[src/rtl/dref_pkg.sv]
package dref_pkg;
    // Refresh form selected per request
    typedef enum logic [1:0] {
        K_ROWADDR  = 2'd0,
        K_COUNTER  = 2'd1,
        K_READHIDE = 2'd2
    } kind_e;

    // Sequencer states; each non-idle state is one waveform segment
    typedef enum logic [2:0] {
        S_IDLE, S_ADDR, S_RROW, S_RCOL, S_CSU, S_ACT, S_PRE, S_REC
    } state_e;

    // Map the external mode code to a refresh form; the spare code acts as counter refresh
    function automatic kind_e decode_kind(input logic [1:0] code);
        case (code)
            2'd0:    return K_ROWADDR;
            2'd2:    return K_READHIDE;
            default: return K_COUNTER;
        endcase
    endfunction
endpackage

[src/rtl/dref_timer.sv]
// Segment timer. A load of length L makes expire_o rise L cycles later
// (L of zero counts as one). Assumes the owner reloads on every segment entry.
module dref_timer #(
    parameter int CNT_W = 8
) (
    input  logic             clk,
    input  logic             rst_n,
    input  logic             load_i,
    input  logic [CNT_W-1:0] len_i,
    output logic             expire_o
);
    logic [CNT_W-1:0] cnt_q;

    // Load length minus one, then count down to zero
    always_ff @(posedge clk) begin
        if (!rst_n)
            cnt_q <= '0;
        else if (load_i)
            cnt_q <= (len_i == '0) ? '0 : len_i - 1'b1;
        else if (cnt_q != '0)
            cnt_q <= cnt_q - 1'b1;
    end

    assign expire_o = (cnt_q == '0);
endmodule

[src/rtl/dref_row_ctr.sv]
// Wrapping row counter for row-address refresh. Steps once per step_i pulse
// and wraps from ROWS-1 to zero. Assumes ROWS is at least 2.
module dref_row_ctr #(
    parameter int ROWS  = 2048,
    parameter int ROW_W = $clog2(ROWS)
) (
    input  logic             clk,
    input  logic             rst_n,
    input  logic             step_i,
    output logic [ROW_W-1:0] row_o
);
    logic [ROW_W-1:0] row_q;

    generate
        if ((1 << ROW_W) == ROWS) begin : g_pow2
            // Power-of-two row count: natural binary wrap
            always_ff @(posedge clk) begin
                if (!rst_n)      row_q <= '0;
                else if (step_i) row_q <= row_q + 1'b1;
            end
        end else begin : g_mod
            // Other row counts: explicit compare against the last row
            always_ff @(posedge clk) begin
                if (!rst_n)
                    row_q <= '0;
                else if (step_i)
                    row_q <= (row_q == ROW_W'(ROWS - 1)) ? '0 : row_q + 1'b1;
            end
        end
    endgenerate

    assign row_o = row_q;
endmodule

[src/rtl/dref_fsm.sv]
// Refresh sequencer state machine. Captures mode and timing on an accepted
// start, steps through the segments of the chosen form, counts burst refreshes,
// and flags the first recovery cycle. Assumes a dref_timer driven by load_o/len_o.
module dref_fsm
    import dref_pkg::*;
#(
    parameter int CNT_W = 8
) (
    input  logic             clk,
    input  logic             rst_n,
    input  logic             start_i,
    input  logic [1:0]       kind_i,
    input  logic [CNT_W-1:0] ras_act_i,
    input  logic [CNT_W-1:0] ras_pre_i,
    input  logic [CNT_W-1:0] cas_setup_i,
    input  logic [CNT_W-1:0] cas_hold_i,
    input  logic [CNT_W-1:0] burst_i,
    input  logic             expire_i,
    output logic             load_o,
    output logic [CNT_W-1:0] len_o,
    output state_e           state_o,
    output kind_e            kind_o,
    output logic             accept_o,
    output logic             row_step_o,
    output logic             done_o
);
    state_e           state_q, state_d;
    kind_e            kind_q;
    logic [CNT_W-1:0] act_q, pre_q, su_q, hold_q, left_q;
    logic             done_q, left_dec;
    logic [CNT_W-1:0] ref_len;

    // Treat a zero cycle count as one
    function automatic logic [CNT_W-1:0] at_least_one(input logic [CNT_W-1:0] v);
        return (v == '0) ? CNT_W'(1) : v;
    endfunction

    assign accept_o = (state_q == S_IDLE) && start_i;

    // Refresh low phase covers both the strobe width and the column hold
    always_comb begin
        ref_len = (at_least_one(act_q) > at_least_one(hold_q)) ? at_least_one(act_q)
                                                              : at_least_one(hold_q);
    end

    // Next segment and timer length on each segment end
    always_comb begin
        state_d    = state_q;
        load_o     = 1'b0;
        len_o      = '0;
        row_step_o = 1'b0;
        left_dec   = 1'b0;
        case (state_q)
            S_IDLE: if (start_i) begin
                load_o  = 1'b1;
                len_o   = cas_setup_i;
                state_d = (decode_kind(kind_i) == K_COUNTER) ? S_CSU : S_ADDR;
            end
            S_ADDR: if (expire_i) begin
                load_o = 1'b1;
                if (kind_q == K_ROWADDR) begin
                    state_d = S_ACT;
                    len_o   = act_q;
                end else begin
                    state_d = S_RROW;
                    len_o   = su_q;
                end
            end
            S_RROW: if (expire_i) begin
                load_o  = 1'b1;
                len_o   = act_q;
                state_d = S_RCOL;
            end
            S_RCOL: if (expire_i) begin
                load_o  = 1'b1;
                len_o   = pre_q;
                state_d = S_PRE;
            end
            S_CSU: if (expire_i) begin
                load_o  = 1'b1;
                len_o   = ref_len;
                state_d = S_ACT;
            end
            S_ACT: if (expire_i) begin
                load_o = 1'b1;
                len_o  = pre_q;
                if (kind_q == K_ROWADDR) begin
                    row_step_o = 1'b1;
                    state_d    = S_REC;
                end else if (kind_q == K_COUNTER && left_q > CNT_W'(1)) begin
                    left_dec = 1'b1;
                    state_d  = S_PRE;
                end else begin
                    state_d = S_REC;
                end
            end
            S_PRE: if (expire_i) begin
                load_o  = 1'b1;
                len_o   = ref_len;
                state_d = S_ACT;
            end
            S_REC: if (expire_i) state_d = S_IDLE;
            default: state_d = S_IDLE;
        endcase
    end

    // State register and done flag for the first recovery cycle
    always_ff @(posedge clk) begin
        if (!rst_n) begin
            state_q <= S_IDLE;
            done_q  <= 1'b0;
        end else begin
            state_q <= state_d;
            done_q  <= (state_d == S_REC) && (state_q != S_REC);
        end
    end

    // Capture the request and count down the remaining burst refreshes
    always_ff @(posedge clk) begin
        if (!rst_n) begin
            kind_q <= K_ROWADDR;
            act_q  <= '0;
            pre_q  <= '0;
            su_q   <= '0;
            hold_q <= '0;
            left_q <= '0;
        end else if (accept_o) begin
            kind_q <= decode_kind(kind_i);
            act_q  <= ras_act_i;
            pre_q  <= ras_pre_i;
            su_q   <= cas_setup_i;
            hold_q <= cas_hold_i;
            left_q <= at_least_one(burst_i);
        end else if (left_dec) begin
            left_q <= left_q - 1'b1;
        end
    end

    assign state_o = state_q;
    assign kind_o  = kind_q;
    assign done_o  = done_q;
endmodule

[src/rtl/dref_drive.sv]
// Strobe and address decode. Turns the sequencer state and refresh form into
// the DRAM control levels and the multiplexed address. Captures the read
// address when a request is accepted. Assumes state changes only on clock edges.
module dref_drive
    import dref_pkg::*;
#(
    parameter int ROW_W = 11
) (
    input  logic             clk,
    input  logic             rst_n,
    input  logic             accept_i,
    input  logic [ROW_W-1:0] rd_row_i,
    input  logic [ROW_W-1:0] rd_col_i,
    input  state_e           state_i,
    input  kind_e            kind_i,
    input  logic [ROW_W-1:0] ctr_row_i,
    output logic             row_n_o,
    output logic             col_n_o,
    output logic             oe_n_o,
    output logic             aen_o,
    output logic [ROW_W-1:0] addr_o
);
    logic [ROW_W-1:0] rrow_q, rcol_q;
    logic             hide;

    // Hold the read address steady for the whole request
    always_ff @(posedge clk) begin
        if (!rst_n) begin
            rrow_q <= '0;
            rcol_q <= '0;
        end else if (accept_i) begin
            rrow_q <= rd_row_i;
            rcol_q <= rd_col_i;
        end
    end

    assign hide = (kind_i == K_READHIDE);

    // Decode the control levels of each segment
    always_comb begin
        row_n_o = 1'b1;
        col_n_o = 1'b1;
        oe_n_o  = 1'b1;
        aen_o   = 1'b0;
        addr_o  = '0;
        case (state_i)
            S_ADDR: begin
                aen_o  = 1'b1;
                addr_o = hide ? rrow_q : ctr_row_i;
            end
            S_RROW: begin
                row_n_o = 1'b0;
                aen_o   = 1'b1;
                addr_o  = rrow_q;
            end
            S_RCOL: begin
                row_n_o = 1'b0;
                col_n_o = 1'b0;
                oe_n_o  = 1'b0;
                aen_o   = 1'b1;
                addr_o  = rcol_q;
            end
            S_CSU: col_n_o = 1'b0;
            S_ACT: begin
                row_n_o = 1'b0;
                if (kind_i == K_ROWADDR) begin
                    aen_o  = 1'b1;
                    addr_o = ctr_row_i;
                end else begin
                    col_n_o = 1'b0;
                    oe_n_o  = !hide;
                end
            end
            S_PRE: begin
                col_n_o = 1'b0;
                oe_n_o  = !hide;
            end
            default: ;
        endcase
    end
endmodule

[src/rtl/dram_refresh_seq.sv]
// DRAM refresh cycle sequencer top. Runs one row-address, counter or hidden
// refresh per accepted start. Assumes timing inputs count clock cycles and that
// a scheduler elsewhere decides when to refresh.
module dram_refresh_seq #(
    parameter int ROWS  = 2048,
    parameter int CNT_W = 8,
    localparam int ROW_W = $clog2(ROWS)
) (
    input  logic             clk,
    input  logic             rst_n,
    input  logic             start_i,
    input  logic [1:0]       kind_i,
    input  logic [CNT_W-1:0] ras_act_i,
    input  logic [CNT_W-1:0] ras_pre_i,
    input  logic [CNT_W-1:0] cas_setup_i,
    input  logic [CNT_W-1:0] cas_hold_i,
    input  logic [CNT_W-1:0] burst_i,
    input  logic [ROW_W-1:0] rd_row_i,
    input  logic [ROW_W-1:0] rd_col_i,
    output logic             ready_o,
    output logic             row_strobe_n_o,
    output logic             col_strobe_n_o,
    output logic             wr_en_n_o,
    output logic             out_en_n_o,
    output logic [ROW_W-1:0] addr_o,
    output logic             addr_en_o,
    output logic             done_o
);
    import dref_pkg::*;

    logic             load, expire, accept, step;
    logic [CNT_W-1:0] len;
    logic [ROW_W-1:0] ctr_row;
    state_e           state;
    kind_e            kind;

    dref_timer #(.CNT_W(CNT_W)) u_timer (
        .clk(clk), .rst_n(rst_n), .load_i(load), .len_i(len), .expire_o(expire)
    );

    dref_fsm #(.CNT_W(CNT_W)) u_fsm (
        .clk(clk), .rst_n(rst_n), .start_i(start_i), .kind_i(kind_i),
        .ras_act_i(ras_act_i), .ras_pre_i(ras_pre_i), .cas_setup_i(cas_setup_i),
        .cas_hold_i(cas_hold_i), .burst_i(burst_i), .expire_i(expire),
        .load_o(load), .len_o(len), .state_o(state), .kind_o(kind),
        .accept_o(accept), .row_step_o(step), .done_o(done_o)
    );

    dref_row_ctr #(.ROWS(ROWS), .ROW_W(ROW_W)) u_rows (
        .clk(clk), .rst_n(rst_n), .step_i(step), .row_o(ctr_row)
    );

    dref_drive #(.ROW_W(ROW_W)) u_drive (
        .clk(clk), .rst_n(rst_n), .accept_i(accept), .rd_row_i(rd_row_i),
        .rd_col_i(rd_col_i), .state_i(state), .kind_i(kind), .ctr_row_i(ctr_row),
        .row_n_o(row_strobe_n_o), .col_n_o(col_strobe_n_o), .oe_n_o(out_en_n_o),
        .aen_o(addr_en_o), .addr_o(addr_o)
    );

    // Only refresh and read cycles are produced, so writes never occur
    assign wr_en_n_o = 1'b1;
    assign ready_o   = (state == S_IDLE);
endmodule

[config.mk]
export PLATFORM = sky130hd
export DESIGN_NAME = dram_refresh_seq
export DESIGN_NICKNAME = d
export VERILOG_FILES = /design/src/rtl/dref_pkg.sv /design/src/rtl/dref_timer.sv /design/src/rtl/dref_row_ctr.sv /design/src/rtl/dref_fsm.sv /design/src/rtl/dref_drive.sv /design/src/rtl/dram_refresh_seq.sv
export SDC_FILE = /design/constraint.sdc
export NUM_CORES = 1
export LEC_CHECK = 0
export ABC_CLOCK_PERIOD_IN_PS = 4800
export BUFFER_PORTS_ARGS = -buffer_cell sky130_fd_sc_hd__clkbuf_2
export CORE_MARGIN = 2
export CORE_UTILIZATION = 49
export CTS_CLUSTER_DIAMETER = 30
export DETAILED_ROUTE_END_ITERATION = 7
export GPL_ROUTABILITY_DRIVEN = 0
export PLACE_DENSITY = 0.71
export SYNTH_ARGS = -nofsm -noshare
export SYNTH_HDL_FRONTEND = slang
export SYNTH_HIERARCHICAL = 1
export SYNTH_SLANG_ARGS = --single-unit
[constraint.sdc]
create_clock -name clk -period 4.8 [get_ports clk]
set_clock_uncertainty 0.05 [all_clocks]
set_input_delay 0.48 -clock clk [delete_from_list [all_inputs] [get_ports clk]]
set_output_delay 0.48 -clock clk [all_outputs]
set_load 0.05 [all_outputs]
==> flow_summary.toml <==
[placed_design]
dp.cells = 798
port_buffers = 83
hpwlAfterDp_um = 9210
pre_cts_ws_ns = 0.838

[cts]
cts_buffer_depth = 2
htree_levels = 3
cts-root-buf = "clkbuf_8"
cts_setup_buffers = 0
holdBufCountCts = 0
cts_tree = "done"
cts_made_buffers = 9
clk_pin_slew_ns = 0.09
cts_num_sinks = 87
clk_latency_ns = 0.37
ctsResizeCount = 0

[status]
status = "finished clean"

[sta]
worstMarginPinSlew_ns = 1.29
max_freq_mhz = 247
post-route-min-period_ns = 4.05
fin_setup_tns_ns = 0
relSlewSlack_pct = 13.6
finalSetupViolations = 0
setup_slack_ns = 0.754
hold_viol_final = 0
period_share_pct = 84.3
rsz0062_at_grt = "false"
drv_slew = 0

[global_routing]
grt_most_used_layer = "met2"
use_met1_pct = 30.9
gr-usage-met2_pct = 37.5
met3_usage_pct = 3.56
track_usage_pct = 22.9
grt_pass1_wl_um = 21100
antenna_found_initial = 0
overflow = 0
grt_max_degree = 47
grt_pass1_vias = 4428

[run]
drv_cap = 0

[synth]
synth_warnings = 6
async_flop_share_pct = 0
synth_area_per_cell_um2 = 8.38
synth_cells = 614
ys_seq_area_share_pct = 33.8
ys_types = 80
ys_ff_latch = 87
synth_edf_count = 0
netlist_area_mm2 = 0.00515
synth_flop_cell = "dfxtp_1"
syn_nets = 695

[power_and_ir_drop]
comb_power_share_pct = 41.3
p_sw_w = 0.00103
leakage_nw = 2.27
vdd_drop_max_mv = 0.195
swShare_pct = 40.4
pwr-share-seq_pct = 37.2
clkPwrFrac_pct = 21.5
power_density_mw_per_mm2 = 442
p_int_w = 0.00152

[routing]
first_iter_violations = 330
avgRoutedWirePerCell_um = 15.8
postRouteAntennaNets = 0
via_per_inst = 5.82
wl_um = 12800
firstDrtPassIters = 6
drc_errors = 0
vias = 4737

[critical_path]
cp.required_ns = 5.06
critPathMostFrequentCell = "inv_1"
path_delay_family = "simple AND/OR/NAND/NOR gates"
worstPathArrival_ns = 4.30
cp_slowest_cell = "a21oi_1"
cp-start-kind = "register"
crit_chain = "inv_1 -> ha_1 -> or3b_2 -> or2_1 -> inv_1 -> nand2_4 -> a21oi_1 -> nand2_1 -> o311a_1 -> o21ai_1 -> inv_1 -> ha_1 -> or4_1 -> nand3_1 -> o211a_1"
crit_type = "reg2reg"
endpoint_kind = "register"
critPathMaxStageDelay_ns = 0.54
path_buf_inv = 3
worst-path-max-fanout = 10

[cells_and_area]
area.growth.synth_to_final_pct = 12.2
fin_cells = 814
n_fill_cell = 946
nets = 754
diodes = 0
drive_gt1_share_pct = 20.4

[hold_path]
hold_path.class = "in2reg"

[floorplan]
core-area_mm2 = 0.0103
start_util_pct = 50.1
die_x_um = 106
pin_count = 85
fp-row-count = 37
die_area_mm2 = 0.0113
die_h_um = 106
power by group through the flow:
stage	combinational [W]	clock [W]	sequential, W
2_1_floorplan	0.000884	0	0.000912
3_3_place_gp	0.00101	0	0.000958
3_5_place_dp	0.00104	0	0.000963
4_1_cts	0.00105	0.000560	0.000947
5_1_grt	0.00117	0.000590	0.000964
6_report	0.00105	0.000550	0.000950
worst paths after layout:
| check | from | endpoint | slack, ns | cells past startpoint |
|---|---|---|---|---|
| worst min register to register | u_fsm/su_q[7] | u_fsm/su_q[7] | 0.41 | 2 |
| worst max register to register | u_timer/cnt_q[0] | u_timer/cnt_q[7] | 0.75 | 15 |
| worst max-delay path | u_timer/cnt_q[0] | u_timer/cnt_q[7] | 0.75 | 15 |
| worst min-delay path | ras_act_i[6] | u_fsm/act_q[6] | 0.28 | 3 |
Yosys cell counts (3+ instances only):
| master | number | area, um2 |
|---|---|---|
| nor2_1 | 38 | 143 |
| nor3_2 | 3 | 30.0 |
| nor2b_1 | 27 | 169 |
| o21ai_1 | 10 | 50.1 |
| mux2_2 | 3 | 33.8 |
| a21oi_1 | 64 | 320 |
| xnor2_1 | 6 | 52.6 |
| nor3_1 | 5 | 25.0 |
| o21ai_0 | 12 | 60.1 |
| o31ai_1 | 8 | 60.1 |
| mux2i_1 | 35 | 350 |
| a211oi_1 | 5 | 37.5 |
| inv_1 | 25 | 93.8 |
| o211a_1 | 5 | 50.1 |
| or4_1 | 9 | 67.6 |
| xor2_1 | 7 | 61.3 |
| a22oi_1 | 15 | 113 |
| ha_1 | 14 | 175 |
| o21bai_1 | 3 | 22.5 |
| dfxtp_1 | 87 | 1740 |
| or3_1 | 4 | 25.0 |
| and2_1 | 3 | 18.8 |
| nand4_2 | 3 | 37.5 |
| a32o_1 | 3 | 30.0 |
| nand2b_1 | 7 | 43.8 |
| nand3_1 | 3 | 15.0 |
| a221o_1 | 11 | 110 |
| a32oi_1 | 3 | 26.3 |
| nand2_1 | 81 | 304 |
| o21a_1 | 4 | 30.0 |
| clkbuf_1 | 21 | 78.8 |
| a222oi_1 | 4 | 40.0 |
| o32ai_1 | 3 | 26.3 |
| buf_6 | 3 | 33.8 |
| nor2_2 | 3 | 18.8 |
| nor4_1 | 7 | 43.8 |
| buf_4 | 8 | 60.1 |
| buf_2 | 9 | 45.0 |
| nand4_1 | 3 | 18.8 |
cells in the final DEF (no fill, tap or decap), drive strengths merged, types with 3 or more instances in the layout:
cell,count
o31ai,9
inv,28
clkinv,3
a21oi,64
a32o,3
or4,10
buf,6
o211a,5
o32ai,3
o21bai,3
a222oi,4
nand2,83
a22oi,15
xor2,7
nor3,9
o311ai,3
or3,4
o21a,4
nand2b,8
nand4,7
nor2,42
a221o,11
ha,14
mux2i,35
nor4,8
and2,3
nor2b,29
o21ai,22
a211oi,6
nand3,3
clkbuf,94
dfxtp,87
xnor2,6
mux2,3
a32oi,3
area by class of cell:
class	count	area (um2)	share of cell area [%]
multi-input combinational	458	3080	53.4
sequential	87	1740	30.2
timing repair buffer	89	460	7.97
tap	136	170	2.95
clock buffer	11	151	2.62
inverter	28	105	1.82
clock inverter	5	63.8	1.10
kinds of logic after synthesis:
kind of cell | share of synthesized area [%]
other cells | 0.0729
fa+ha+maj | 3.40
mux | 7.46
flops | 33.8
buf+inv | 6.27
simple gates | 23.0
compound gates | 23.8
xor+xnor | 2.21
state kept, by name (all words and copies together), names as in the netlist, 2 cells and up:
| signal | flops |
|---|---|
| u_fsm/su_q | 8 |
| u_drive/rcol_q | 11 |
| u_fsm/hold_q | 8 |
| u_fsm/state_o | 3 |
| u_timer/cnt_q | 8 |
| u_fsm/act_q | 8 |
| u_fsm/kind_o | 2 |
| u_drive/rrow_q | 11 |
| u_fsm/pre_q | 8 |
| u_fsm/left_q | 8 |
| u_rows/row_o | 11 |
tightest hold or removal path: cells and delay by family:
family	cells	cell delay [ns]
buffers and inverters	1	0.08
AO/OA/AOI/OAI	1	0.05
AND/OR/NAND/NOR	1	0.04
stage by stage:
step	instance area [um2]	hold slack [ns]	util [%]	total power (W)
after floorplan	5150	0.386	-	0.00180
after global placement	5560	0.395	54.1	0.00197
after detailed placement	5560	0.404	54.1	0.00200
after CTS	5780	0.266	56.2	0.00255
after global routing	5780	0.278	56.2	0.00272
final	5780	0.283	56.2	0.00255
per-layer routing:
metal	vias up	wire, um
li1	2337	-
met1	2214	5800
met2	170	6110
met3	16	720
met4	0	196
met5	-	0
Power figures use the tool's default switching activity.
